`config.mk`:
```
export PLATFORM = sky130hd
export DESIGN_NAME = host_dsp_port
export DESIGN_NICKNAME = d
export VERILOG_FILES = /design/src/rtl/hdp_pkg.sv /design/src/rtl/hdp_flag_delay.sv /design/src/rtl/hdp_host_side.sv /design/src/rtl/hdp_dsp_side.sv /design/src/rtl/host_dsp_port.sv
export SDC_FILE = /design/constraint.sdc
export NUM_CORES = 1
export LEC_CHECK = 0
export ABC_AREA = 1
export BUFFER_PORTS_ARGS = -buffer_cell sky130_fd_sc_hd__clkbuf_2
export CAP_MARGIN = 30
export CORE_MARGIN = 1
export CORE_UTILIZATION = 52
export DETAILED_ROUTE_END_ITERATION = 10
export GPL_ROUTABILITY_DRIVEN = 1
export HOLD_SLACK_MARGIN = 0.1
export PLACE_DENSITY = 0.79
export SYNTH_ARGS = -nofsm -noshare
export SYNTH_HDL_FRONTEND = slang
export SYNTH_HIERARCHICAL = 1
export SYNTH_SLANG_ARGS = --single-unit
```
`constraint.sdc`:
```
create_clock -name clk -period 1.3 [get_ports clk]
set_input_delay 0 -clock clk [delete_from_list [all_inputs] [get_ports clk]]
set_output_delay 0 -clock clk [all_outputs]
set_load 0.02 [all_outputs]
```
`src/rtl/hdp_pkg.sv`:
```
// Shared constants for the host/DSP data port: control register bit map.
package hdp_pkg;
    localparam int CTL_RX_IE  = 0;
    localparam int CTL_TX_IE  = 1;
    localparam int CTL_CMD_IE = 2;
    localparam int CTL_HF_LO  = 3;
    localparam int CTL_HF_HI  = 4;
    localparam int CTL_USED   = 5;
endpackage

```
`src/rtl/hdp_flag_delay.sv`:
```
// Delays a status flag by DLY register stages so the DSP sees it late.
// Assumes DLY >= 0; RST_VAL is the flag's reset value, loaded into every stage.
module hdp_flag_delay #(
    parameter int   DLY     = 2,
    parameter logic RST_VAL = 1'b0
) (
    input  logic clk,
    input  logic rst_n,
    input  logic flag_in,
    output logic flag_out
);
    generate
        if (DLY == 0) begin : g_pass
            assign flag_out = flag_in;
        end else begin : g_pipe
            logic [DLY-1:0] stage_q;
            for (genvar i = 0; i < DLY; i++) begin : g_stage
                // One register stage of the lag line.
                always_ff @(posedge clk) begin
                    if (!rst_n)      stage_q[i] <= RST_VAL;
                    else if (i == 0) stage_q[i] <= flag_in;
                    else             stage_q[i] <= stage_q[(i == 0) ? 0 : i-1];
                end
            end
            assign flag_out = stage_q[DLY-1];
        end
    endgenerate
endmodule

```
`src/rtl/hdp_host_side.sv`:
```
// Host byte registers: NBYTES transmit staging bytes, NBYTES receive bytes,
// and the host transmit-empty / receive-full flags.
// Assumes byte index 0 is the low byte; writing it completes a word.
module hdp_host_side #(
    parameter int BYTE_W = 8,
    parameter int NBYTES = 3,
    parameter int SEL_W  = 2,
    localparam int WORD_W = BYTE_W * NBYTES
) (
    input  logic              clk,
    input  logic              rst_n,
    input  logic [SEL_W-1:0]  h_sel,
    input  logic              h_wr,
    input  logic              h_rd,
    input  logic [BYTE_W-1:0] h_wdata,
    input  logic              xfer_h2d,
    input  logic              xfer_d2h,
    input  logic [WORD_W-1:0] d2h_word,
    output logic [WORD_W-1:0] tx_word,
    output logic [BYTE_W-1:0] h_rdata,
    output logic              h_txe,
    output logic              h_rxf
);
    logic [NBYTES-1:0][BYTE_W-1:0] tx_q;
    logic [NBYTES-1:0][BYTE_W-1:0] rx_q;
    logic                          low_wr;
    logic                          low_rd;

    assign low_wr = h_wr && (h_sel == '0);
    assign low_rd = h_rd && (h_sel == '0);

    generate
        for (genvar b = 0; b < NBYTES; b++) begin : g_byte
            // Staging byte b takes host data when selected.
            always_ff @(posedge clk) begin
                if (!rst_n)                                 tx_q[b] <= '0;
                else if (h_wr && (h_sel == SEL_W'(b)))      tx_q[b] <= h_wdata;
            end
            // Receive byte b is loaded by a DSP-to-host copy.
            always_ff @(posedge clk) begin
                if (!rst_n)        rx_q[b] <= '0;
                else if (xfer_d2h) rx_q[b] <= d2h_word[b*BYTE_W +: BYTE_W];
            end
        end
    endgenerate

    // Transmit-empty: cleared by a low-byte write (wins), set by a copy.
    always_ff @(posedge clk) begin
        if (!rst_n)        h_txe <= 1'b1;
        else if (low_wr)   h_txe <= 1'b0;
        else if (xfer_h2d) h_txe <= 1'b1;
    end

    // Receive-full: set by a copy, cleared by a low-byte read.
    always_ff @(posedge clk) begin
        if (!rst_n)        h_rxf <= 1'b0;
        else if (xfer_d2h) h_rxf <= 1'b1;
        else if (low_rd)   h_rxf <= 1'b0;
    end

    // Read mux: selected receive byte, zero for an unused select code.
    always_comb begin
        h_rdata = '0;
        for (int b = 0; b < NBYTES; b++)
            if (h_sel == SEL_W'(b)) h_rdata = rx_q[b];
    end

    assign tx_word = tx_q;


    low_write_clears_txe_chk: assert property (@(posedge clk) disable iff (!rst_n)
        low_wr |=> !h_txe);

    low_read_clears_rxf_chk: assert property (@(posedge clk) disable iff (!rst_n)
        (low_rd && h_rxf) |=> !h_rxf);
endmodule

```
`src/rtl/hdp_dsp_side.sv`:
```
// DSP registers: receive word, transmit word, control register, the internal
// receive-full / transmit-empty flags, their lagged DSP view and interrupts.
// Assumes copies are only requested by the top when the flags allow them.
module hdp_dsp_side
    import hdp_pkg::*;
#(
    parameter int WORD_W   = 24,
    parameter int CTL_W    = 16,
    parameter int STAT_DLY = 2
) (
    input  logic              clk,
    input  logic              rst_n,
    input  logic              d_rx_rd,
    input  logic              d_tx_wr,
    input  logic [WORD_W-1:0] d_tx_wdata,
    input  logic              d_ctl_wr,
    input  logic [CTL_W-1:0]  d_ctl_wdata,
    input  logic              xfer_h2d,
    input  logic [WORD_W-1:0] h2d_word,
    input  logic              xfer_d2h,
    output logic [WORD_W-1:0] d_rx_data,
    output logic [WORD_W-1:0] tx_word,
    output logic [CTL_W-1:0]  d_ctl_rdata,
    output logic              rxf_int,
    output logic              txe_int,
    output logic              d_rxf,
    output logic              d_txe,
    output logic              irq_rx,
    output logic              irq_tx,
    output logic [1:0]        hflag
);
    logic [WORD_W-1:0]   rx_q;
    logic [WORD_W-1:0]   tx_q;
    logic [CTL_USED-1:0] ctl_q;

    // Receive word is loaded by a host-to-DSP copy.
    always_ff @(posedge clk) begin
        if (!rst_n)        rx_q <= '0;
        else if (xfer_h2d) rx_q <= h2d_word;
    end

    // Receive-full: set by a copy, cleared by a DSP read.
    always_ff @(posedge clk) begin
        if (!rst_n)        rxf_int <= 1'b0;
        else if (xfer_h2d) rxf_int <= 1'b1;
        else if (d_rx_rd)  rxf_int <= 1'b0;
    end

    // Transmit word is loaded by a DSP write.
    always_ff @(posedge clk) begin
        if (!rst_n)       tx_q <= '0;
        else if (d_tx_wr) tx_q <= d_tx_wdata;
    end

    // Transmit-empty: cleared by a DSP write (wins), set by a copy.
    always_ff @(posedge clk) begin
        if (!rst_n)        txe_int <= 1'b1;
        else if (d_tx_wr)  txe_int <= 1'b0;
        else if (xfer_d2h) txe_int <= 1'b1;
    end

    // Control register keeps only the defined low bits.
    always_ff @(posedge clk) begin
        if (!rst_n)        ctl_q <= '0;
        else if (d_ctl_wr) ctl_q <= d_ctl_wdata[CTL_USED-1:0];
    end

    hdp_flag_delay #(.DLY(STAT_DLY), .RST_VAL(1'b0)) i_rxf_dly (
        .clk(clk), .rst_n(rst_n), .flag_in(rxf_int), .flag_out(d_rxf));
    hdp_flag_delay #(.DLY(STAT_DLY), .RST_VAL(1'b1)) i_txe_dly (
        .clk(clk), .rst_n(rst_n), .flag_in(txe_int), .flag_out(d_txe));

    assign d_rx_data   = rx_q;
    assign tx_word     = tx_q;
    assign d_ctl_rdata = CTL_W'(ctl_q);
    assign irq_rx      = rxf_int & ctl_q[CTL_RX_IE];
    assign irq_tx      = txe_int & ctl_q[CTL_TX_IE];
    assign hflag       = {ctl_q[CTL_HF_HI], ctl_q[CTL_HF_LO]};


    rx_word_held_chk: assert property (@(posedge clk) disable iff (!rst_n)
        (rxf_int && $past(rxf_int)) |-> $stable(rx_q));

    rx_read_clears_chk: assert property (@(posedge clk) disable iff (!rst_n)
        (d_rx_rd && rxf_int) |=> !rxf_int);

    tx_write_clears_chk: assert property (@(posedge clk) disable iff (!rst_n)
        d_tx_wr |=> !txe_int);

    generate
        if (STAT_DLY == 2) begin : g_lag_chk

            rxf_lag_chk: assert property (@(posedge clk) disable iff (!rst_n)
                d_rxf == $past(rxf_int, 2));

            txe_lag_chk: assert property (@(posedge clk) disable iff (!rst_n)
                d_txe == $past(txe_int, 2));
        end
    endgenerate
endmodule

```
`src/rtl/host_dsp_port.sv`:
```
// Top of the host/DSP double-buffered data port. Decides when each
// direction copies a word and wires the host and DSP register banks.
// Assumes synchronous active-low reset held for at least two edges.
module host_dsp_port #(
    parameter int BYTE_W   = 8,
    parameter int NBYTES   = 3,
    parameter int CTL_W    = 16,
    parameter int STAT_DLY = 2,
    localparam int WORD_W  = BYTE_W * NBYTES,
    localparam int SEL_W   = $clog2(NBYTES + 1)
) (
    input  logic              clk,
    input  logic              rst_n,
    input  logic [SEL_W-1:0]  h_sel,
    input  logic              h_wr,
    input  logic              h_rd,
    input  logic [BYTE_W-1:0] h_wdata,
    output logic [BYTE_W-1:0] h_rdata,
    output logic              h_txe,
    output logic              h_rxf,
    input  logic              d_rx_rd,
    output logic [WORD_W-1:0] d_rx_data,
    input  logic              d_tx_wr,
    input  logic [WORD_W-1:0] d_tx_wdata,
    input  logic              d_ctl_wr,
    input  logic [CTL_W-1:0]  d_ctl_wdata,
    output logic [CTL_W-1:0]  d_ctl_rdata,
    output logic              d_rxf,
    output logic              d_txe,
    output logic              irq_rx,
    output logic              irq_tx,
    output logic [1:0]        hflag
);
    logic              xfer_h2d;
    logic              xfer_d2h;
    logic [WORD_W-1:0] h_tx_word;
    logic [WORD_W-1:0] d_tx_word;
    logic              rxf_int;
    logic              txe_int;

    // Each direction copies when sender is not empty and receiver not full.
    assign xfer_h2d = !h_txe   && !rxf_int;
    assign xfer_d2h = !txe_int && !h_rxf;

    hdp_host_side #(.BYTE_W(BYTE_W), .NBYTES(NBYTES), .SEL_W(SEL_W)) i_host (
        .clk(clk), .rst_n(rst_n), .h_sel(h_sel), .h_wr(h_wr), .h_rd(h_rd),
        .h_wdata(h_wdata), .xfer_h2d(xfer_h2d), .xfer_d2h(xfer_d2h),
        .d2h_word(d_tx_word), .tx_word(h_tx_word), .h_rdata(h_rdata),
        .h_txe(h_txe), .h_rxf(h_rxf));

    hdp_dsp_side #(.WORD_W(WORD_W), .CTL_W(CTL_W), .STAT_DLY(STAT_DLY)) i_dsp (
        .clk(clk), .rst_n(rst_n), .d_rx_rd(d_rx_rd), .d_tx_wr(d_tx_wr),
        .d_tx_wdata(d_tx_wdata), .d_ctl_wr(d_ctl_wr), .d_ctl_wdata(d_ctl_wdata),
        .xfer_h2d(xfer_h2d), .h2d_word(h_tx_word), .xfer_d2h(xfer_d2h),
        .d_rx_data(d_rx_data), .tx_word(d_tx_word), .d_ctl_rdata(d_ctl_rdata),
        .rxf_int(rxf_int), .txe_int(txe_int), .d_rxf(d_rxf), .d_txe(d_txe),
        .irq_rx(irq_rx), .irq_tx(irq_tx), .hflag(hflag));


    h2d_copy_sets_flags_chk: assert property (@(posedge clk) disable iff (!rst_n)
        (xfer_h2d && !(h_wr && h_sel == '0)) |=> (h_txe && rxf_int));

    h2d_copy_data_chk: assert property (@(posedge clk) disable iff (!rst_n)
        xfer_h2d |=> (d_rx_data == $past(h_tx_word)));

    d2h_copy_sets_flags_chk: assert property (@(posedge clk) disable iff (!rst_n)
        (xfer_d2h && !d_tx_wr) |=> (txe_int && h_rxf));
endmodule

```
# After elaboration in Yosys (flattened, before gate mapping)
# Index checks and enable logic that the tools add are counted.
[word_totals]
out_inout_bits = 56
register_bits = 109
in_bits = 57
elab_cells = 47
[op_classes]
mux = 11
eq_ne = 2
n_reduce_logical = 15
bitwise = 2
[ops]
columns = ["operator", "count"]
rows = [
  ["two-way mux 8 bit", 3],
  ["two-way mux 1 bit", 8],
  ["nonzero test 2 bit", 4],
  ["logical AND 1 bit", 6],
  ["zero test 1 bit", 4],
  ["bitwise AND 1 bit", 2],
  ["equality test 2 x 1 -> 1 bit (second input constant)", 1],
  ["equality test 2 bit (second input constant)", 1],
  ["zero test 2 bit", 1],
]

# Longest topological paths before layout
[depth]
word_depth = 4
mapped_depth = 6
ltp_nobuf = 5

# Modules after synthesis
# Netlist, hierarchy kept.
[by_module_without_submodules]
columns = ["module", "instances", "area_each_um2", "cells_per_inst", "seq_area_each_um2"]
rows = [
  ["hdp_host_side", 1, 2092.0, 294, 1001.0],
  ["hdp_dsp_side", 1, 2021.9, 255, 1101.1],
  ["hdp_flag_delay", 2, 55.1, 6, 40.0],
  ["host_dsp_port", 1, 7.5, 2, 0.0],
]

# Worst setup path before layout
# Ideal clock, no wire load.
[synth_timing]
path_kind = "reg2reg"
startpoint = "reg i_host.h_rxf"
endpoint = "reg i_host/rx_q[0] (netlist name)"
n_path_buf = 1
slack_ns = 0.053
setup_time_ns = 0.116
t_arrival_ns = 1.131
path_stages_with_launch = 6
period_less_slack_ns = 1.247
t_required_ns = 1.184
path_cell_list = "dfxtp_1 -> nor2_1 -> inv_2 -> clkbuf_1 -> nor2_1 -> nor2_1"
[synth_via]
elab_chain_cells = 2
[synth_rtl]
columns = ["item", "line_no", "text"]
rows = [
  ["start, declared", "hdp_host_side.sv:22", "output logic h_rxf"],
  ["start signal, assigned", "hdp_host_side.sv:56", "if (!rst_n) h_rxf <= 1'b0;"],
  ["start signal, assigned", "hdp_host_side.sv:57", "else if (xfer_d2h) h_rxf <= 1'b1;"],
  ["start signal, assigned", "hdp_host_side.sv:58", "else if (low_rd) h_rxf <= 1'b0;"],
  ["zero test 1 bit", "host_dsp_port.sv:43", "assign xfer_d2h = !txe_int && !h_rxf;"],
  ["logical AND 1 bit", "host_dsp_port.sv:43", ""],
  ["named net xfer_d2h", "host_dsp_port.sv:35", "logic xfer_d2h;"],
  ["end signal, assigned by index", "hdp_host_side.sv:42", "else if (xfer_d2h) rx_q[b] <= d2h_word[b*BYTE_W +: BYTE_W];"],
  ["end, declared", "hdp_host_side.sv:25", "logic [NBYTES-1:0][BYTE_W-1:0] rx_q;"],
]
# The timed path passes the listed nets, and every way through them passes these cells.
# A chain may end at the register's enable or synchronous reset.

==> flow_summary.ini <==
[setup_path]
crit_path_start_kind = primary input
crit_arrival_ns = 1.48
critPathMaxFanout = 6
criticalPathCategory = primary input to flip-flop
cp-end-kind = flip-flop
cp_data_required_time_ns = 1.56

[finish]
antennaDiodeCount = 0
n_fill_cell = 648
fin_nets = 751
areaGrowthSynthToFinish_pct = 26.88
drive_gt1_share_pct = 18.31

[place]
portBuffers = 90
dp_hpwl_um = 5783
gp_congestion = 0.8102

[synth]
yosysWarnings = 6
ys_ff_latch = 109
yosysMostFrequentCell = nor2_1
yosysSeqAreaShare_pct = 51.57
synth-edff-count = 0
synth_area_leader_cell = dfxtp_1
synthTopCellsByArea = dfxtp_1 (52%), nor2_1 (18%), o21ai_0 (8.4%)
synthTopCellsByCount = nor2_1 (202), dfxtp_1 (109), nand2_1 (72), o21ai_0 (71), inv_1 (26)
ys_types = 21
synthFlopType = dfxtp_1
synthCells = 563
avgSynthCellArea_um2 = 7.516
synth_top_area_share_pct = 51.57
syn_area_um2 = 4232
async_flop_share_pct = 0

[pwr]
p_total_mw = 6.738
pwr_density_cell_nw_per_um2 = 1255
cellLeakagePower_nw = 2.699
ir_drop_mv = 0.7054

[timing]
max_freq_mhz = 822.4
setup_violations = 0
final_hold_viol_count = 0
setup_tns_ns = 0
drv_slew = 0
grt_setup_unrepaired = no
clock_skew_ns = 0.01423
fin_crit_ns = 1.216
period_share_pct = 93.53

[clocking]
clockBufferDepth = 2
cts_root_buffer = clkbuf_8
postCtsSetupBuffers = 0
cts_made_buffers = 9
clkLatencyLatePin_ns = 0.37
clk_pin_slew_ns = 0.11
htree_levels = 3
cts.sinks = 109
cts_tree = yes

[global_route]
grt_pass1_wl_um = 16550
grt.overflow.total = 0
grt_pass1_vias = 3715
grt_max_degree = 110
antenna_found_initial = 0
grt_use_total_pct = 24.41

[detailed_routing]
detail-route-antenna-nets = 0
drt_wl_total_um = 9786
detail_route.wl_per_cell_um = 12.22
drtIter0Drc = 197
dr_total_vias = 3889
drt_pass1_iterations = 4
via_per_inst = 4.855
drc = 0

[min_path]
hp-class = primary input to flip-flop

[floorplanning]
fp.dieW_um = 92.21
ios = 113
row_count = 32
core_um2 = 7807
start_util_pct = 54.20
die-area_um2 = 8503
die_y_um = 92.21

[job]
maxCapViolations = 0

[outcome]
status = finished, final reports clean
-- worst max-delay path, stage by stage --
cell	delay (ns)
dlygate4sd3_1	0.53
clkbuf_2	0.17
inv_2	0.07
nor2_1	0.09
dlygate4sd3_1	0.56
nor2_1	0.05
-- cell families after synthesis --
kind of cell	after synthesis	synth area share, %
compound gates	81	9.580
buf+inv	71	9.521
flops	109	51.57
other cells	1	0.08862
simple gates	301	29.24
-- registers in the layout (all words and copies together), names as in the netlist --
signal	flops
i_host/tx_word	24
i_dsp/i_txe_dly/g_pipe.stage_q	1
i_dsp/i_rxf_dly/g_pipe.stage_q	1
i_dsp/txe_int	1
i_host/h_rxf	1
i_dsp/tx_word	24
i_host/h_txe	1
i_dsp/d_rx_data	24
i_dsp/rxf_int	1
i_dsp/ctl_q	5
i_dsp/i_txe_dly/flag_out	1
i_dsp/i_rxf_dly/flag_out	1
i_host/rx_q	24
-- cell type report --
type	count	area, um^2	share of cell area, %
flip-flops and latches	109	2182	40.64
multi-input cells	393	1684	31.37
repair buffers	150	1051	19.58
clock buffers	10	137.6	2.564
well taps	102	127.6	2.377
inverters	31	116.4	2.167
clock inverters	6	70.07	1.305
-- final timing paths --
| check | startpoint | end | slack [ns] | cells past startpoint |
|---|---|---|---|---|
| max | d_ctl_wr | i_dsp/ctl_q[2] | 0.08 | 6 |
| min reg2reg | i_dsp/i_txe_dly/g_pipe.stage_q[0] | i_dsp/i_txe_dly/flag_out | 0.42 | 2 |
| max reg2reg | i_dsp/rxf_int | i_dsp/d_rx_data[3] | 0.10 | 4 |
| min | d_tx_wr | i_dsp/tx_word[18] | 0.12 | 4 |
-- power by group --
group / internal, mW / leakage, nW / switching [mW]
Clock: 0.958 / 0.107 / 1.14
Sequential: 3.56 / 0.897 / 0.114
Combinational: 0.386 / 1.69 / 0.586
Total: 4.90 / 2.70 / 1.84
-- placed cells by master, fill, tap and decap left out, types with 3 or more instances in the layout --
cell type / netlist / layout
o21ai_0: 71 / 71
buf_4: 18 / 4
inv_2: 5 / 6
dfxtp_1: 109 / 109
o21ai_1: 8 / 8
nor2_1: 202 / 202
nand3_1: 8 / 8
dlygate4sd3_1: 0 / 55
inv_1: 26 / 25
clkbuf_2: 2 / 90
clkbuf_8: 0 / 10
nand2_1: 72 / 72
clkinv_4: 0 / 3
conb_1: 1 / 11
nand3b_1: 8 / 8
nor2_2: 5 / 5
-- per-stage QoR --
stage	std cells	worst slack, ns	utilization (%)	cell area, um^2	hold slack, ns
2_1_floorplan	573	0.05301	-	4269	0.06865
3_3_place_gp	730	0.1807	59.05	4611	0.2219
3_5_place_dp	730	0.1502	59.05	4611	0.2271
4_1_cts	801	0.09877	68.77	5369	0.1009
5_1_grt	801	0.01694	68.77	5369	0.1392
6_report	801	0.08408	68.77	5369	0.1199
-- layer usage --
layer	part of all wire (%)	track usage, %
met4	2.3	11.07
met5	0	0
met2	48	42.04
met3	4.2	3.566
met1	45	30.05
-- what timing repair did --
| action | CTS | global route |
|---|---|---|
| resized for setup | 0 | 1 |
| endpoints found under the setup margin | 0 | 3 |
| hold buffers | 55 | 0 |
| endpoints found under the hold margin | 57 | 0 |
(Power assumes the default switching activity.)
